## config.mk

```make
export PLATFORM = sky130hd
export DESIGN_NAME = ata_pio_dma_ctl
export DESIGN_NICKNAME = d
export VERILOG_FILES = /design/src/rtl/ata_pio_dma_ctl.sv
export SDC_FILE = /design/constraint.sdc
export NUM_CORES = 1
export LEC_CHECK = 0
export BUFFER_PORTS_ARGS = -buffer_cell sky130_fd_sc_hd__buf_2
export CAP_MARGIN = 20
export CELL_PAD_IN_SITES_DETAIL_PLACEMENT = 1
export CELL_PAD_IN_SITES_GLOBAL_PLACEMENT = 1
export CORE_MARGIN = 2
export CORE_UTILIZATION = 38
export CTS_BUF_LIST = sky130_fd_sc_hd__clkbuf_4 sky130_fd_sc_hd__clkbuf_8
export DETAILED_ROUTE_END_ITERATION = 7
export GPL_ROUTABILITY_DRIVEN = 0
export PLACE_DENSITY = 0.88
export REMOVE_ABC_BUFFERS = 1
export SYNTH_ARGS = -nofsm -noshare
export SYNTH_HDL_FRONTEND = slang
export SYNTH_SLANG_ARGS = --single-unit
```

## constraint.sdc

```tcl
create_clock -name clk -period 2.83 [get_ports clk]
set_input_delay 0.283 -clock clk [delete_from_list [all_inputs] [get_ports clk]]
set_output_delay 0.283 -clock clk [all_outputs]
set_load 0.01 [all_outputs]
```

## src/rtl/ata_pio_dma_ctl.sv

```systemverilog
module ata_pio_dma_ctl #(
  parameter int DW       = 16,
  parameter int AW       = 3,
  parameter int CW       = 8,
  parameter int TMO_CLKS = 1024
) (
  input  logic          clk,
  input  logic          rst_n,
  input  logic [CW-1:0] cfg_setup,
  input  logic [CW-1:0] cfg_active,
  input  logic [CW-1:0] cfg_recov,
  input  logic          req,
  input  logic          req_wr,
  input  logic          req_dma,
  input  logic          req_cs,
  input  logic          req_last,
  input  logic [AW-1:0] req_addr,
  input  logic [DW-1:0] req_wdata,
  output logic          ack,
  output logic [DW-1:0] rdata,
  output logic          err,
  output logic          dior_n,
  output logic          diow_n,
  output logic          cs0_n,
  output logic          cs1_n,
  output logic [AW-1:0] da,
  output logic          dack_n,
  output logic [DW-1:0] dd_out,
  output logic          dd_oe,
  input  logic [DW-1:0] dd_in,
  input  logic          iordy
);
  localparam int TW = $clog2(TMO_CLKS + 1);

  typedef enum logic [2:0] {S_IDLE, S_SETUP, S_ACTV, S_RECV, S_GAP} st_t;
  st_t st;

  logic [CW-1:0] cnt;
  logic [TW-1:0] tcnt;
  logic          wr_q, dma_q, cs_q, last_q, dack_q, tmo_hit;
  logic [AW-1:0] addr_q;
  logic [DW-1:0] wdata_q;
  logic          ior_m, ior_s;

  wire [CW-1:0] s_min = (cfg_setup  == '0) ? CW'(1) : cfg_setup;
  wire [CW-1:0] a_min = (cfg_active == '0) ? CW'(1) : cfg_active;
  wire [CW-1:0] r_min = (cfg_recov  == '0) ? CW'(1) : cfg_recov;

  wire strobe = (st == S_ACTV);
  wire sel    = (st == S_SETUP) || (st == S_ACTV) || (st == S_RECV);
  wire pio    = sel && !dma_q;
  wire take   = req && !ack && ((st == S_IDLE) || (st == S_GAP && req_dma));
  wire done_ok  = (cnt >= a_min) && (dma_q || ior_s);
  wire done_tmo = !dma_q && (tcnt == TW'(TMO_CLKS - 1));

  assign dior_n = !(strobe && !wr_q);
  assign diow_n = !(strobe && wr_q);
  assign cs0_n  = !(pio && !cs_q);
  assign cs1_n  = !(pio && cs_q);
  assign da     = pio ? addr_q : '0;
  assign dack_n = !dack_q;
  assign dd_oe  = sel && wr_q;
  assign dd_out = wdata_q;

  always_ff @(posedge clk) begin
    if (!rst_n) begin
      ior_m <= 1'b0;
      ior_s <= 1'b0;
    end else begin
      ior_m <= iordy;
      ior_s <= ior_m;
    end
  end

  always_ff @(posedge clk) begin
    if (!rst_n) begin
      st      <= S_IDLE;
      cnt     <= '0;
      tcnt    <= '0;
      wr_q    <= 1'b0;
      dma_q   <= 1'b0;
      cs_q    <= 1'b0;
      last_q  <= 1'b0;
      dack_q  <= 1'b0;
      tmo_hit <= 1'b0;
      addr_q  <= '0;
      wdata_q <= '0;
      rdata   <= '0;
      ack     <= 1'b0;
      err     <= 1'b0;
    end else begin
      ack <= 1'b0;
      err <= 1'b0;
      case (st)
        S_IDLE, S_GAP: begin
          if (take) begin
            wr_q    <= req_wr;
            dma_q   <= req_dma;
            cs_q    <= req_cs;
            last_q  <= req_last;
            addr_q  <= req_addr;
            wdata_q <= req_wdata;
            dack_q  <= req_dma;
            cnt     <= CW'(1);
            st      <= S_SETUP;
          end else if (st == S_GAP && req && !ack) begin
            dack_q <= 1'b0;
            st     <= S_IDLE;
          end
        end
        S_SETUP: begin
          if (cnt >= s_min) begin
            cnt  <= CW'(1);
            tcnt <= '0;
            st   <= S_ACTV;
          end else begin
            cnt <= cnt + CW'(1);
          end
        end
        S_ACTV: begin
          if (done_ok || done_tmo) begin
            if (!wr_q) rdata <= dd_in;
            tmo_hit <= !done_ok;
            cnt     <= CW'(1);
            st      <= S_RECV;
          end else begin
            if (cnt < a_min) cnt <= cnt + CW'(1);
            tcnt <= tcnt + TW'(1);
          end
        end
        S_RECV: begin
          if (cnt >= r_min) begin
            ack <= 1'b1;
            err <= tmo_hit;
            if (dma_q && !last_q) begin
              st <= S_GAP;
            end else begin
              dack_q <= 1'b0;
              st     <= S_IDLE;
            end
          end else begin
            cnt <= cnt + CW'(1);
          end
        end
        default: st <= S_IDLE;
      endcase
    end
  end
endmodule


```

==> results.sh, run 1 <==
export IMPL_ys_ff_latch=67
export IMPL_portBuffers=109
export IMPL_status="completed"
export IMPL_reg2reg_slack_ps=180
export IMPL_clock_path_buffers=2
export IMPL_synthToLayoutAreaGrowth_pct=26.88
export IMPL_crit_chain="inv_1, ha_1, nand2b_1, a2111o_1, a31oi_2, o21ai_2, a21boi_4, or4_1, o221ai_1"
export IMPL_synth_compound_area_share=0.1752
export IMPL_yosysSeqAreaShare=0.3888
export IMPL_die_area_um2=9856
export IMPL_yosysWarnings=0
export IMPL_slew_viol_final=0
export IMPL_hpwl_um=7963
export IMPL_yosysMostFrequentCell="dfxtp_1"
export IMPL_setup_worst_path_end_class="flip-flop"
export IMPL_cts_hold_buf=0
export IMPL_hold_start="iordy"
export IMPL_via_per_inst=5.260
export IMPL_pre_cts_slack_ps=-141.3
export IMPL_syn_area_um2=3450
export IMPL_cp_start_kind="flip-flop"
export IMPL_layout_drive_gt1_share=0.2626
export IMPL_postCtsSetupBuffers=0
export IMPL_setup_violations=0
export IMPL_holdWs_ps=155.9
export IMPL_power_mw=2.007
export IMPL_synth_xor_area_frac=0.02285
export IMPL_cts_sinks=67
export IMPL_diodes=0
export IMPL_wl_um=10310
export IMPL_ys_flop_type="dfxtp_1"
export IMPL_worst_ep_required_time_ps=3080
export IMPL_htreeDepth=3
export IMPL_slowest_delay_ps=490
export IMPL_setup_ws_ps=182.4
export IMPL_wl_per_cell_um=15.99
export IMPL_synthMuxAreaShare=0.04969
export IMPL_crit_type="flip-flop to flip-flop"
export IMPL_numCtsBuffers=9
export IMPL_vias=3393
export IMPL_reg2regPathDepth=9
export IMPL_first_iter_violations=92
export IMPL_synthAdderAreaFrac=0.09431
export IMPL_min_period_ps=2648
export IMPL_relSlewSlack=0.5865
export IMPL_power_density_nw_per_um2=458.6
export IMPL_async_reset_ff_frac=0
export IMPL_synthCells=419
export IMPL_max_vdd_ir_drop_uv=254.9
export IMPL_die_height_um=99.28
export IMPL_hold_path_class="input port to flip-flop"
export IMPL_start_util=0.3936
export IMPL_synth_top_area_share=0.3888
export IMPL_min_path_cells=2
export IMPL_hold_end="ior_m$_SDFF_PN0_"
export IMPL_p_leak_nw=2.160
export IMPL_cp_slowest_cell="or4_1"
export IMPL_finClkSkew_ps=5.768
export IMPL_yosysUniqueCellTypes=46
export IMPL_drtPass1Iterations=4
export IMPL_r2r_end="cnt[7]$_SDFFE_PN0P_"
export IMPL_grt_max_degree=54
export IMPL_grt_pass1_vias=3696
export IMPL_path_clk_slew_ps=70
export IMPL_cts_tree="built"
export IMPL_path_max_fanout=5
export IMPL_synthSimpleGateAreaFrac=0.2144
export IMPL_die_width_um=99.28
export IMPL_clockRootBuffer="clkbuf_8"
export IMPL_ioPinCount=110
export IMPL_yosys_top_cells_count="dfxtp_1, nand2_1, a21oi_1"
export IMPL_worst_pin_slew_ps=619.0
export IMPL_synth_area_leader_cell="dfxtp_1"
export IMPL_syn_avg_cell_area_um2=8.233
export IMPL_grtUsageTotal=0.2149
export IMPL_synth_edf_count=0
export IMPL_ant_nets=0
export IMPL_max_freq_ghz=0.3777
export IMPL_grt_setup_unrepaired="false"
export IMPL_post_route_period_util=0.9356
export IMPL_netlist_top_cells_area="dfxtp_1, ha_1, nand2_1, a21oi_1, mux2i_1"
export IMPL_grt_pass1_wl_um=17190
export IMPL_reg2reg_from="cnt[0]$_SDFFE_PN0P_"
export IMPL_core_area_um2=8763
export IMPL_rows=34
export IMPL_maxCapViolCount=0
export IMPL_antenna_found_initial=0
export IMPL_route_detailed_drc=0
export IMPL_report_final_hold_viol_count=0
export IMPL_cp_arrival_ps=2900
export IMPL_clk_latency_ps=340
export IMPL_overflow=0
export IMPL_fin_nets=626
export IMPL_synth_top_family_by_area="simple AND/OR/NAND/NOR gates"
-- per-layer routing --
layer | vias to the layer above | part of all wire | GRT usage
li1 | 1674 | - | -
met1 | 1629 | 0.41 | 0.2440
met2 | 70 | 0.53 | 0.3976
met3 | 20 | 0.036 | 0.04638
met4 | 0 | 0.021 | 0.07060
met5 | - | 0 | 0
-- per-stage QoR --
step	TNS, ps	instance area, um2	std cells	util
5_1_grt	0	4377	645	0.4994
3_5_place_dp	-359.0	4178	630	0.4767
4_1_cts	0	4364	645	0.4980
3_3_place_gp	0	4178	630	0.4767
6_report	0	4377	645	0.4994
2_1_floorplan	-7781	3381	403	-
-- power breakdown --
| group | total [mW] | internal, mW | switching, mW |
|---|---|---|---|
| Clock | 0.762 | 0.408 | 0.353 |
| Sequential | 0.986 | 0.969 | 0.0172 |
| Combinational | 0.259 | 0.113 | 0.146 |
| Total | 2.01 | 1.49 | 0.517 |
-- flip-flops by register name (all words and copies together) (netlist names), 3 cells and up --
signal	cells
rdata	16
dd_out	16
tcnt	11
cnt	8
st	3
addr_q	3
-- cell type report --
cell class | instances | area (um2)
Multi-Input combinational cell | 304 | 1936
Fill cell | 1131 | 4387
Sequential cell | 67 | 1341
Clock buffer | 10 | 131.4
Clock inverter | 5 | 55.05
Tap cell | 108 | 135.1
Timing Repair Buffer | 119 | 658.1
Inverter | 32 | 120.1
-- cells in the final DEF, fill, tap and decap left out, types with 2 or more instances in the layout --
master,count
nor2_1,41
o21a_1,3
a21o_1,2
ha_1,26
nor4_1,3
and2_1,8
nor2b_1,4
clkinv_2,2
nand3_1,14
clkbuf_8,9
a211oi_1,7
dfxtp_1,67
buf_12,3
nor3b_1,7
inv_1,31
buf_4,7
nor3_1,4
o211ai_1,3
nand3b_1,2
buf_2,109
a21oi_1,42
nand2_1,61
a32o_1,5
mux2i_1,16
a31oi_1,2
xnor2_1,9
a41o_1,3
o21ai_0,14
clkinvlp_4,2
nand2b_1,6
and3_1,4
o21ai_1,2
-- worst max-delay path, delay by kind of cell (launching register included) --
| family | cells | cell delay, ps |
|---|---|---|
| flip-flops | 1 | 390 |
| AO/OA/AOI/OAI | 5 | 1110 |
| adder cells (fa/ha/maj) | 1 | 300 |
| buffers and inverters | 1 | 120 |
| AND/OR/NAND/NOR | 2 | 640 |
-- cells by family after synthesis --
family	after synthesis
compound gates	93
xor+xnor	9
fa+ha+maj	26
buf+inv	48
flops	67
mux	17
simple gates	159
-- worst max path at each step --
stage                                  endpoint  slack (ps)  cells past startpoint                start
after global placement      cnt[7]$_SDFFE_PN0P_          10                     11        cfg_active[6]
after floorplan           rdata[0]$_SDFFE_PN0P_        -490                     10        cfg_active[6]
after detailed placement    cnt[7]$_SDFFE_PN0P_        -140                     11        cfg_active[6]
after CTS                   cnt[7]$_SDFFE_PN0P_         170                      9  cnt[0]$_SDFFE_PN0P_
after global routing        cnt[7]$_SDFFE_PN0P_          40                      9  cnt[0]$_SDFFE_PN0P_
final                       cnt[7]$_SDFFE_PN0P_         180                      9  cnt[0]$_SDFFE_PN0P_
-- timing repair --
action                                  in CTS  in global routing
endpoints found under the setup margin       0                  1
resized for setup                            0                  1
endpoints found under the hold margin        0                  0
Power figures use the tool's default switching activity.
==> run 2, diff against run 1 <==
- SETUP_SLACK_MARGIN: not set -> 0.5
- SKIP_LAST_GASP: not set -> 1
==> run 2 against run 1 <==
Effect of this change: count of clock-buffer cells in the layout stayed put; total power increased by 2.7%; clock skew rose by 1.5 ps; flip-flop and latch count unchanged; sequential share of layout area down 1.7 points; core utilization rose by 3.1 points; combinational power up 17%; routed wire length increased by 22%; setup slack better by 50 ps; hold slack better by 5.2 ps; die area unchanged; highest routed layer unchanged.
==> results.sh, run 2 (synthesis results as in run 1) <==
export IMPL_status="completed"
export IMPL_min_period_ps=2598
export IMPL_max_vdd_ir_drop_uv=289.4
export IMPL_cp_arrival_ps=2850
export IMPL_core_area_um2=8763
export IMPL_die_height_um=99.28
export IMPL_clk_latency_ps=340
export IMPL_ioPinCount=110
export IMPL_grt_pass1_wl_um=18220
export IMPL_die_area_um2=9856
export IMPL_htreeDepth=3
export IMPL_die_width_um=99.28
export IMPL_pre_cts_slack_ps=-141.3
export IMPL_overflow=0
export IMPL_setup_violations=0
export IMPL_report_final_hold_viol_count=0
export IMPL_setup_worst_path_end_class="flip-flop"
export IMPL_wl_per_cell_um=19.23
export IMPL_layout_drive_gt1_share=0.3199
export IMPL_grt_pass1_vias=3860
export IMPL_power_mw=2.062
export IMPL_vias=3617
export IMPL_hold_start="iordy"
export IMPL_reg2reg_slack_ps=330
export IMPL_final_common_cell="buf_2"
export IMPL_p_leak_nw=2.252
export IMPL_path_max_fanout=4
export IMPL_grt_max_degree=54
export IMPL_hpwl_um=7963
export IMPL_hold_end="ior_m$_SDFF_PN0_"
export IMPL_min_path_cells=2
export IMPL_power_density_nw_per_um2=443.6
export IMPL_worst_ep_required_time_ps=3090
export IMPL_crit_type="input port to flip-flop"
export IMPL_cp_start_kind="input port"
export IMPL_cts_tree="built"
export IMPL_max_freq_ghz=0.3850
export IMPL_via_per_inst=5.548
export IMPL_antenna_found_initial=0
export IMPL_route_detailed_drc=0
export IMPL_numCtsBuffers=9
export IMPL_fin_nets=633
export IMPL_clock_path_buffers=2
export IMPL_start_util=0.3936
export IMPL_first_iter_violations=144
export IMPL_reg2regPathDepth=8
export IMPL_worst_pin_slew_ps=756.8
export IMPL_maxCapViolCount=0
export IMPL_finClkSkew_ps=7.309
export IMPL_diodes=0
export IMPL_rows=34
export IMPL_hold_path_class="input port to flip-flop"
export IMPL_slew_viol_final=0
export IMPL_synthToLayoutAreaGrowth_pct=34.75
export IMPL_final_cell_mix="buf_2, dfxtp_1, nand2_1, nor2_1, a21oi_1"
export IMPL_portBuffers=109
export IMPL_cts_sinks=67
export IMPL_post_route_period_util=0.9179
export IMPL_reg2reg_from="cnt[6]$_SDFFE_PN0P_"
export IMPL_ant_nets=0
export IMPL_wl_um=12540
export IMPL_r2r_end="cnt[7]$_SDFFE_PN0P_"
export IMPL_grtUsageTotal=0.2296
export IMPL_clockRootBuffer="clkbuf_8"
export IMPL_drtPass1Iterations=4
export IMPL_setup_ws_ps=232.5
export IMPL_path_clk_slew_ps=80
export IMPL_relSlewSlack=0.4943
export IMPL_grt_setup_unrepaired="true"
==> run 2: cell type report <==
cell class | instances | area, um2
Sequential cell | 67 | 1346
Multi-Input combinational cell | 304 | 2100
Inverter | 32 | 120.1
Timing Repair Buffer | 126 | 760.7
Clock buffer | 10 | 131.4
Tap cell | 108 | 135.1
Fill cell | 1081 | 4115
Clock inverter | 5 | 55.05
==> run 2: worst max path at each step <==
| stage | startpoint | to | slack, ps | cells after the start |
|---|---|---|---|---|
| 5_1_grt | cfg_setup[4] | cnt[7]$_SDFFE_PN0P_ | 170 | 11 |
| 3_5_place_dp | cfg_active[6] | cnt[7]$_SDFFE_PN0P_ | -140 | 11 |
| 2_1_floorplan | cfg_active[6] | rdata[0]$_SDFFE_PN0P_ | -490 | 10 |
| 4_1_cts | cfg_active[7] | cnt[1]$_SDFFE_PN0P_ | 430 | 12 |
| 6_report | cfg_setup[4] | cnt[7]$_SDFFE_PN0P_ | 230 | 11 |
| 3_3_place_gp | cfg_active[6] | cnt[7]$_SDFFE_PN0P_ | 10 | 11 |
==> run 2: report_power, final <==
group          internal (mW)  switching [mW]  total [mW]
combinational          0.132           0.170       0.302
sequential             0.969          0.0175       0.987
clock                  0.409           0.364       0.773
==> run 2: worst max-delay path, cell delays in order <==
cell       delay [ps]
buf_8             100
nor4_4            290
a41o_1            200
ha_1              220
nand2b_4          150
a2111oi_4         430
o311ai_2          180
nand3b_1          190
a21boi_4          120
or4_4             510
o221ai_2          170
==> run 2: timing repair <==
action | CTS | global route
setup buffers | 3 | 3
resized for setup | 17 | 27
pin swaps | 10 | 9
hold buffers | 0 | 0
setup endpoints to repair | 35 | 35
cloned | 0 | 1
==> run 2: stage by stage <==
stage	util	cell area [um2]	instances	hold slack, ps	TNS (ps)
floorplan	-	3381	403	404.7	-7781
global placement	0.4767	4178	630	414.8	0
detailed placement	0.4767	4178	630	426.3	-359.0
CTS	0.5113	4481	648	152.9	0
global route	0.5304	4648	652	157.7	0
finish	0.5304	4648	652	161.1	0
==> run 2: metal layers <==
layer / global-route usage / part of all wire / up-vias
met5: 0 / 0 / -
met1: 0.2571 / 0.40 / 1768
li1: - / - / 1692
met2: 0.4267 / 0.52 / 119
met3: 0.04919 / 0.044 / 38
met4: 0.08114 / 0.035 / 0
